==> config.mk <==
export PLATFORM = sky130hd
export DESIGN_NAME = sram_link_ctrl
export DESIGN_NICKNAME = d
export VERILOG_FILES = /design/src/rtl/sram_link_pkg.sv /design/src/rtl/sram_link_powerup.sv /design/src/rtl/sram_link_phase.sv /design/src/rtl/sram_link_ctrl.sv
export SDC_FILE = /design/constraint.sdc
export NUM_CORES = 1
export LEC_CHECK = 0
export ABC_AREA = 1
export CELL_PAD_IN_SITES_DETAIL_PLACEMENT = 1
export CELL_PAD_IN_SITES_GLOBAL_PLACEMENT = 1
export CORE_AREA = 2 2 90 101
export DETAILED_ROUTE_END_ITERATION = 7
export DIE_AREA = 0 0 92 103
export DONT_BUFFER_PORTS = 1
export GPL_TIMING_DRIVEN = 0
export PLACE_DENSITY_LB_ADDON = 0.1
export SLEW_MARGIN = 10
export SYNTH_ARGS = -nofsm -noshare
export SYNTH_HDL_FRONTEND = slang
export SYNTH_HIERARCHICAL = 1
export SYNTH_SLANG_ARGS = --single-unit
==> constraint.sdc <==
create_clock -name clk -period 4.86 [get_ports clk]
set_input_delay 0.729 -clock clk [delete_from_list [all_inputs] [get_ports clk]]
set_output_delay 0.729 -clock clk [all_outputs]
set_load 0.1 [all_outputs]
==> src/rtl/sram_link_pkg.sv <==
package sram_link_pkg;

  typedef enum logic [2:0] {
    PH_IDLE,
    PH_READ,
    PH_TURN,
    PH_WSET,
    PH_WPULSE,
    PH_WTAIL
  } phase_e;

  // clocks needed to cover a time span: ceiling, never below one
  function automatic int ns_to_cyc(input int span_ns, input int period_ns);
    int c;
    c = (span_ns + period_ns - 1) / period_ns;
    if (c < 1) c = 1;
    return c;
  endfunction

  function automatic int imax(input int a, input int b);
    return (a > b) ? a : b;
  endfunction

endpackage

==> src/rtl/sram_link_powerup.sv <==
module sram_link_powerup #(
  parameter int PU_CYC = 10000
) (
  input  logic clk,
  input  logic rst,
  output logic pu_ok
);
  localparam int PU_W = $clog2(PU_CYC + 1);

  logic [PU_W-1:0] wait_cnt;

  always_ff @(posedge clk) begin
    if (rst) begin
      wait_cnt <= '0;
      pu_ok    <= 1'b0;
    end else if (!pu_ok) begin
      if (wait_cnt == PU_W'(PU_CYC - 1)) pu_ok <= 1'b1;
      else wait_cnt <= wait_cnt + 1'b1;
    end
  end


  pu_sticky_chk: assert property (@(posedge clk) disable iff (rst)
    pu_ok |=> pu_ok);

endmodule

==> src/rtl/sram_link_phase.sv <==
module sram_link_phase #(
  parameter int CNT_W = 4
) (
  input  logic             clk,
  input  logic             rst,
  input  logic             load,
  input  logic [CNT_W-1:0] load_val,
  output logic             expire
);
  logic [CNT_W-1:0] remain;

  always_ff @(posedge clk) begin
    if (rst)                remain <= '0;
    else if (load)          remain <= load_val;
    else if (remain != '0)  remain <= remain - 1'b1;
  end

  assign expire = (remain == '0);

endmodule

==> src/rtl/sram_link_ctrl.sv <==
module sram_link_ctrl
  import sram_link_pkg::*;
#(
  parameter int CLK_NS        = 10,
  parameter int ADDR_W        = 16,
  parameter int DATA_W        = 16,
  parameter int T_CYCLE_NS    = 55,
  parameter int T_WPULSE_NS   = 40,
  parameter int T_WSETUP_NS   = 25,
  parameter int T_RELEASE_NS  = 20,
  parameter int T_POWERUP_NS  = 100000
) (
  input  logic                clk,
  input  logic                rst,
  input  logic                host_req,
  input  logic                host_wr,
  input  logic [ADDR_W-1:0]   host_addr,
  input  logic [DATA_W-1:0]   host_wdata,
  input  logic [DATA_W/8-1:0] host_be,
  output logic                host_ready,
  output logic                host_done,
  output logic [DATA_W-1:0]   host_rdata,
  output logic                mem_ce_n,
  output logic                mem_oe_n,
  output logic                mem_we_n,
  output logic [DATA_W/8-1:0] mem_be_n,
  output logic [ADDR_W-1:0]   mem_addr,
  output logic [DATA_W-1:0]   mem_dq_out,
  input  logic [DATA_W-1:0]   mem_dq_in,
  output logic                mem_dq_oe
);
  localparam int BE_W   = DATA_W / 8;
  localparam int N_RC   = ns_to_cyc(T_CYCLE_NS, CLK_NS);
  localparam int N_PWE  = imax(ns_to_cyc(T_WPULSE_NS, CLK_NS), ns_to_cyc(T_WSETUP_NS, CLK_NS));
  localparam int N_TAIL = imax(1, N_RC - 1 - N_PWE);
  localparam int N_HZ   = ns_to_cyc(T_RELEASE_NS, CLK_NS);
  localparam int N_PU   = ns_to_cyc(T_POWERUP_NS, CLK_NS);
  localparam int N_SET  = 1;
  localparam int N_MAX  = imax(imax(N_RC, N_PWE), imax(N_TAIL, N_HZ));
  localparam int CNT_W  = $clog2(N_MAX + 1);

  function automatic logic [DATA_W-1:0] lane_mask(input logic [BE_W-1:0] be);
    logic [DATA_W-1:0] m;
    for (int i = 0; i < BE_W; i++) m[i*8 +: 8] = {8{be[i]}};
    return m;
  endfunction

  phase_e           phase;
  logic             pu_ok;
  logic             ph_expire;
  logic             ph_load;
  logic [CNT_W-1:0] ph_val;
  logic [BE_W-1:0]  be_q;
  logic             accept;

  sram_link_powerup #(.PU_CYC(N_PU)) u_pu (
    .clk   (clk),
    .rst   (rst),
    .pu_ok (pu_ok)
  );

  sram_link_phase #(.CNT_W(CNT_W)) u_phase (
    .clk      (clk),
    .rst      (rst),
    .load     (ph_load),
    .load_val (ph_val),
    .expire   (ph_expire)
  );

  assign host_ready = pu_ok && (phase == PH_IDLE);
  assign accept     = host_req && host_ready;

  // length of the phase being entered
  always_comb begin
    ph_load = 1'b0;
    ph_val  = '0;
    unique case (phase)
      PH_IDLE:   if (accept) begin
                   ph_load = 1'b1;
                   ph_val  = host_wr ? CNT_W'(N_SET - 1) : CNT_W'(N_RC - 1);
                 end
      PH_READ:   if (ph_expire) begin ph_load = 1'b1; ph_val = CNT_W'(N_HZ - 1);   end
      PH_WSET:   if (ph_expire) begin ph_load = 1'b1; ph_val = CNT_W'(N_PWE - 1);  end
      PH_WPULSE: if (ph_expire) begin ph_load = 1'b1; ph_val = CNT_W'(N_TAIL - 1); end
      default: ;
    endcase
  end

  always_ff @(posedge clk) begin
    if (rst) begin
      phase      <= PH_IDLE;
      mem_ce_n   <= 1'b1;
      mem_oe_n   <= 1'b1;
      mem_we_n   <= 1'b1;
      mem_be_n   <= '1;
      mem_addr   <= '0;
      mem_dq_out <= '0;
      mem_dq_oe  <= 1'b0;
      be_q       <= '0;
      host_done  <= 1'b0;
      host_rdata <= '0;
    end else begin
      host_done <= 1'b0;
      unique case (phase)
        PH_IDLE: if (accept) begin
          mem_addr <= host_addr;
          mem_be_n <= ~host_be;
          be_q     <= host_be;
          mem_ce_n <= 1'b0;
          if (host_wr) begin
            mem_dq_out <= host_wdata;
            mem_dq_oe  <= 1'b1;
            phase      <= PH_WSET;
          end else begin
            mem_oe_n <= 1'b0;
            phase    <= PH_READ;
          end
        end
        PH_READ: if (ph_expire) begin
          host_rdata <= mem_dq_in & lane_mask(be_q);
          mem_ce_n   <= 1'b1;
          mem_oe_n   <= 1'b1;
          mem_be_n   <= '1;
          host_done  <= 1'b1;
          phase      <= PH_TURN;
        end
        PH_TURN: if (ph_expire) phase <= PH_IDLE;
        PH_WSET: if (ph_expire) begin
          mem_we_n <= 1'b0;
          phase    <= PH_WPULSE;
        end
        PH_WPULSE: if (ph_expire) begin
          mem_we_n <= 1'b1;
          phase    <= PH_WTAIL;
        end
        PH_WTAIL: if (ph_expire) begin
          mem_ce_n  <= 1'b1;
          mem_be_n  <= '1;
          mem_dq_oe <= 1'b0;
          host_done <= 1'b1;
          phase     <= PH_IDLE;
        end
        default: phase <= PH_IDLE;
      endcase
    end
  end

  // ---------------- assertions ----------------
  logic [CNT_W:0] we_low_cnt;
  always_ff @(posedge clk) begin
    if (rst || mem_we_n) we_low_cnt <= '0;
    else                 we_low_cnt <= we_low_cnt + 1'b1;
  end


  strobe_excl_chk: assert property (@(posedge clk) disable iff (rst)
    !(!mem_oe_n && !mem_we_n));


  we_needs_drive_chk: assert property (@(posedge clk) disable iff (rst)
    !mem_we_n |-> (!mem_ce_n && mem_dq_oe));


  we_setup_chk: assert property (@(posedge clk) disable iff (rst)
    $fell(mem_we_n) |-> ($stable(mem_addr) && $stable(mem_dq_out) && !mem_ce_n));


  we_width_chk: assert property (@(posedge clk) disable iff (rst)
    $rose(mem_we_n) |-> (we_low_cnt >= (CNT_W+1)'(N_PWE)));


  done_pulse_chk: assert property (@(posedge clk) disable iff (rst)
    host_done |=> !host_done);


  pu_quiet_chk: assert property (@(posedge clk) disable iff (rst)
    !pu_ok |-> (mem_ce_n && !host_ready));


  drive_after_release_chk: assert property (@(posedge clk) disable iff (rst)
    $rose(mem_dq_oe) |-> ($past(mem_oe_n) && mem_oe_n));

endmodule

==> results <==
- The run finished with clean final reports.
- In the global route stage, met3 resource usage came out at 0.0607.
- In this run the cell area measured after placement is 3750 µm².
- sky130_fd_sc_hd__nand2_1 is the most common cell in the netlist.
- For the worst setup path, the data required time is 4.13 ns.
- After detailed routing, the number of remaining DRC violations is 0.
- The global routing usage summed across all routing layers is 0.187.
- The clock skew is 0.0109 ns.
- The startpoint type of the worst setup path is a flop.
- In the final routed layout, each cell accounts on average for 13.5 µm.
- During synthesis, Yosys emitted a total of 6 warnings.
- The number of nets in the layout is 574.
- In the final timing run, aggregate negative setup slack is 0 ns.
- The number of DRC violations after detailed-routing iteration 0 is 56.
- The post-CTS setup buffer count is 0.
- The number of nets in the synthesized netlist is 563.
- The initial utilization of the core area, before any placement, comes to 0.422.
- Power spread over the standard cell area amounts to 470 nW/µm².
- Measured against its own limit, the worst slew margin works out to 0.328.
- The remaining antenna violation count after routing is 0.
- After the flow finishes, the layout carries non-filler instances totaling 636.
- The maximum fanout along the worst path is 10.
- The tool flagged a number of max-cap violations equal to 0.
- The count of cells resized by post-cts repair is 0.
- Registers take 1560 µm².
- The setup path with the least slack is of type reg2out.
- In this run the count of I/O pins placed on the die edge is 110.
- The slack of the worst reg-to-reg path is 2.68 ns.
- The final global-route overflow total is 0.
- For this run, the leading register cell type out of synthesis is sky130_fd_sc_hd__dfxtp_1.
- The later pin in the worst-skew pair is clocked with a latency of 0.35 ns.
- The count of flip-flops with a built-in enable after synthesis is 0.
- For this block, the routed nets add up to 8620 µm of wire.
- In this run the mean area of a mapped cell was 7.14 µm².
- The startpoint identified for the worst hold timing path is rst.
- The reported leakage power is 0.00167 µW.
- The floorplan step set the die width to 92 µm.
- Setup repair after global routing left no endpoint under its margin.
- The slew at the pin closest to its max-slew limit is 1.01 ns.
- The core region area is 8560 µm².
- The final-report hold violation count is 0.
- The worst register-to-register path begins at u_phase/remain[0]$_SDFFE_PP0P_.
- The layout-stage area growth over the synthesis result is 9.08%.
- By area the synthesized netlist is led by sky130_fd_sc_hd__dfxtp_1, sky130_fd_sc_hd__nand2_1, sky130_fd_sc_hd__nor2_1.
- The type of the tightest min-delay check is in2reg.
- The buffer depth of the longest clock path is 2.
- The synthesis-stage register bit count is 78.
- The initialized floorplan defines 36 standard-cell rows.
- The die is 103 µm tall.
- The detailed-router iteration count before antenna repair is 4.
- For met1 alone, demand over resource in global routing was 0.212.
- The synthesized cell area is 3610 µm².
- The wire-length estimate of the detail-placed layout is 6530 µm.
- The number of max-slew violations in the final report came to 0.
- After technology mapping, the gate count stands at 506.
- The CTS buffer count is 9.
- VDD sags by at most 248 µV.
- The worst setup path is captured at an output pin.
- The number of placed instances with taps included is 620.
- The unique cell type count in the Yosys netlist is 33.
- In the final layout, the share of cells above drive strength 1 is 0.149.
- Using the TritonRoute via totals, the vias-per-cell ratio works out to 4.94.
- The die covers 9480 µm².
- In the synthesized netlist the async set-or-reset flop fraction comes to 0.
- The number of endpoints failing setup at the final stage is 0.
- After clock tree synthesis, the clock-pin slew on the worst setup and hold paths is 0.09 ns.
- The wire length of the first global-routing pass is 14,400 µm.
- The number of global-route vias before repair is 3,161.
- The time the worst path needs with I/O delays and setup is 2.34 ns.
- The count of hold buffers inserted by post-cts repair is 0.
- TritonCTS built the clock tree.
- The number of port buffers is 0.
- The share of synthesized area in the top cell type comes to 0.432.
- Along the worst hold path, the cell count comes to 1.
- After global routing, the most crowded layer is met2.
- The met2 routing resource usage after global routing is 0.337.
- Counting cells, the worst reg-to-reg path comes to 11.
- The final total power is 1850 µW.
- The final weighted congestion in routability-driven placement is 0.801.
- Of the available clock period, the critical path in the final layout requires 0.482.
- The worst hold path terminates at u_pu/wait_cnt[2]$_SDFFE_PP0P_.
- The layout has 1,119 filler cells.
- In the final layout, the multi-input gates occupy 1620 µm².
- By count the netlist is led by sky130_fd_sc_hd__nand2_1, sky130_fd_sc_hd__dfxtp_1, sky130_fd_sc_hd__nor2_1, sky130_fd_sc_hd__inv_1, sky130_fd_sc_hd__a21oi_1.
- The clock tree synthesis step divided the H-tree into 3 levels.
- The total non-filler cell area in the finished layout is 3940 µm².
- The largest net degree at the start of global routing is 15.
- The worst flop-to-flop path endpoint is u_phase/remain[1]$_SDFFE_PP0P_.
- The cell accounting for the most synthesized area is sky130_fd_sc_hd__dfxtp_1.
- The clock root buffer is sky130_fd_sc_hd__clkbuf_8.
- Counting every sink on the clock net gives 78.
- The achievable clock frequency is 427 MHz.
- The antenna diode instance count is 0.
- The arrival time reported for the critical path endpoint is 1.61 ns.
- The portion of the post-synthesis area used by sequential elements is 0.432.
- The initial antenna violation count is 0.
- The total vias in the final route is 3,143.
==> layer usage <==
layer / routed length, µm / share of wire / vias up
met1: 3610 / 0.42 / 1478
met5: 0 / 0 / -
met4: 123 / 0.014 / 0
met2: 4310 / 0.50 / 66
met3: 573 / 0.066 / 11
li1: - / - / 1588
==> cells in the final DEF, fill, tap and decap left out, drive strengths merged <==
| cell type | instances |
|---|---|
| nand2 | 124 |
| inv | 82 |
| dfxtp | 78 |
| nor2 | 74 |
| a21oi | 46 |
| nand3 | 37 |
| nor3 | 20 |
| clkbuf | 18 |
| buf | 11 |
| nand4 | 6 |
| clkinv | 6 |
| o21ai | 5 |
| o21bai | 5 |
| ha | 3 |
| xnor2 | 2 |
| o211ai | 1 |
| nor4 | 1 |
| clkinvlp | 1 |
| a31oi | 1 |
| xor2 | 1 |
==> state kept, by name, summed over array words and instances (netlist names) <==
| signal | flops |
|---|---|
| mem_dq_oe | 1 |
| be_q | 2 |
| mem_oe_n | 1 |
| host_rdata | 16 |
| mem_we_n | 1 |
| u_pu/wait_cnt | 14 |
| u_phase/remain | 3 |
| mem_addr | 16 |
| mem_be_n | 2 |
| u_pu/pu_ok | 1 |
| mem_ce_n | 1 |
| phase | 3 |
| mem_dq_out | 16 |
| host_done | 1 |
==> critical path, cell delays in order (launching register included) <==
cell	delay [ns]
sky130_fd_sc_hd__dfxtp_1	0.39
sky130_fd_sc_hd__nor2_4	0.22
sky130_fd_sc_hd__nand3_1	0.11
sky130_fd_sc_hd__inv_2	0.17
sky130_fd_sc_hd__buf_4	0.38
==> power by group <==
| group | total (µW) | switching (µW) | internal, µW |
|---|---|---|---|
| combinational | 339 | 215 | 123 |
| clock | 450 | 248 | 202 |
| sequential | 1060 | 364 | 698 |
| total | 1850 | 827 | 1020 |
==> stage by stage <==
| stage | utilization | worst slack [ns] | hold WS (ns) |
|---|---|---|---|
| 5_1_grt | 0.460 | 2.37 | 0.410 |
| 4_1_cts | 0.460 | 2.49 | 0.419 |
| 3_3_place_gp | 0.439 | 2.71 | 0.458 |
| 2_1_floorplan | - | 2.97 | 0.442 |
| 6_report | 0.460 | 2.52 | 0.432 |
| 3_5_place_dp | 0.439 | 2.68 | 0.467 |
==> cell type report <==
| cell class | instances | share of cell area |
|---|---|---|
| flip-flops and latches | 78 | 0.396 |
| well taps | 114 | 0.0362 |
| multi-input cells | 326 | 0.411 |
| clock buffers | 10 | 0.0349 |
| plain buffers | 19 | 0.0299 |
| inverters | 83 | 0.0791 |
| clock inverters | 6 | 0.0121 |
==> worst max-delay path by stage <==
stage / endpoint / slack, ns / start / cells after the start
2_1_floorplan: u_phase/remain[1]$_SDFFE_PP0P_ / 2.97 / host_req / 9
3_3_place_gp: u_phase/remain[1]$_SDFFE_PP0P_ / 2.71 / host_req / 9
3_5_place_dp: u_phase/remain[1]$_SDFFE_PP0P_ / 2.68 / host_req / 9
4_1_cts: host_ready / 2.49 / u_pu/pu_ok$_SDFF_PP0_ / 3
5_1_grt: u_phase/remain[1]$_SDFFE_PP0P_ / 2.37 / u_phase/remain[0]$_SDFFE_PP0P_ / 11
6_report: host_ready / 2.52 / phase[0]$_SDFFE_PP0P_ / 4
==> logic make-up after synthesis <==
| logic type | Yosys count | share of synthesized area |
|---|---|---|
| fa+ha+maj | 3 | 0.0104 |
| simple gates | 262 | 0.345 |
| xor+xnor | 3 | 0.00728 |
| compound gates | 58 | 0.0859 |
| buf+inv | 102 | 0.119 |
| flops | 78 | 0.432 |
(Power assumes the default switching activity.)
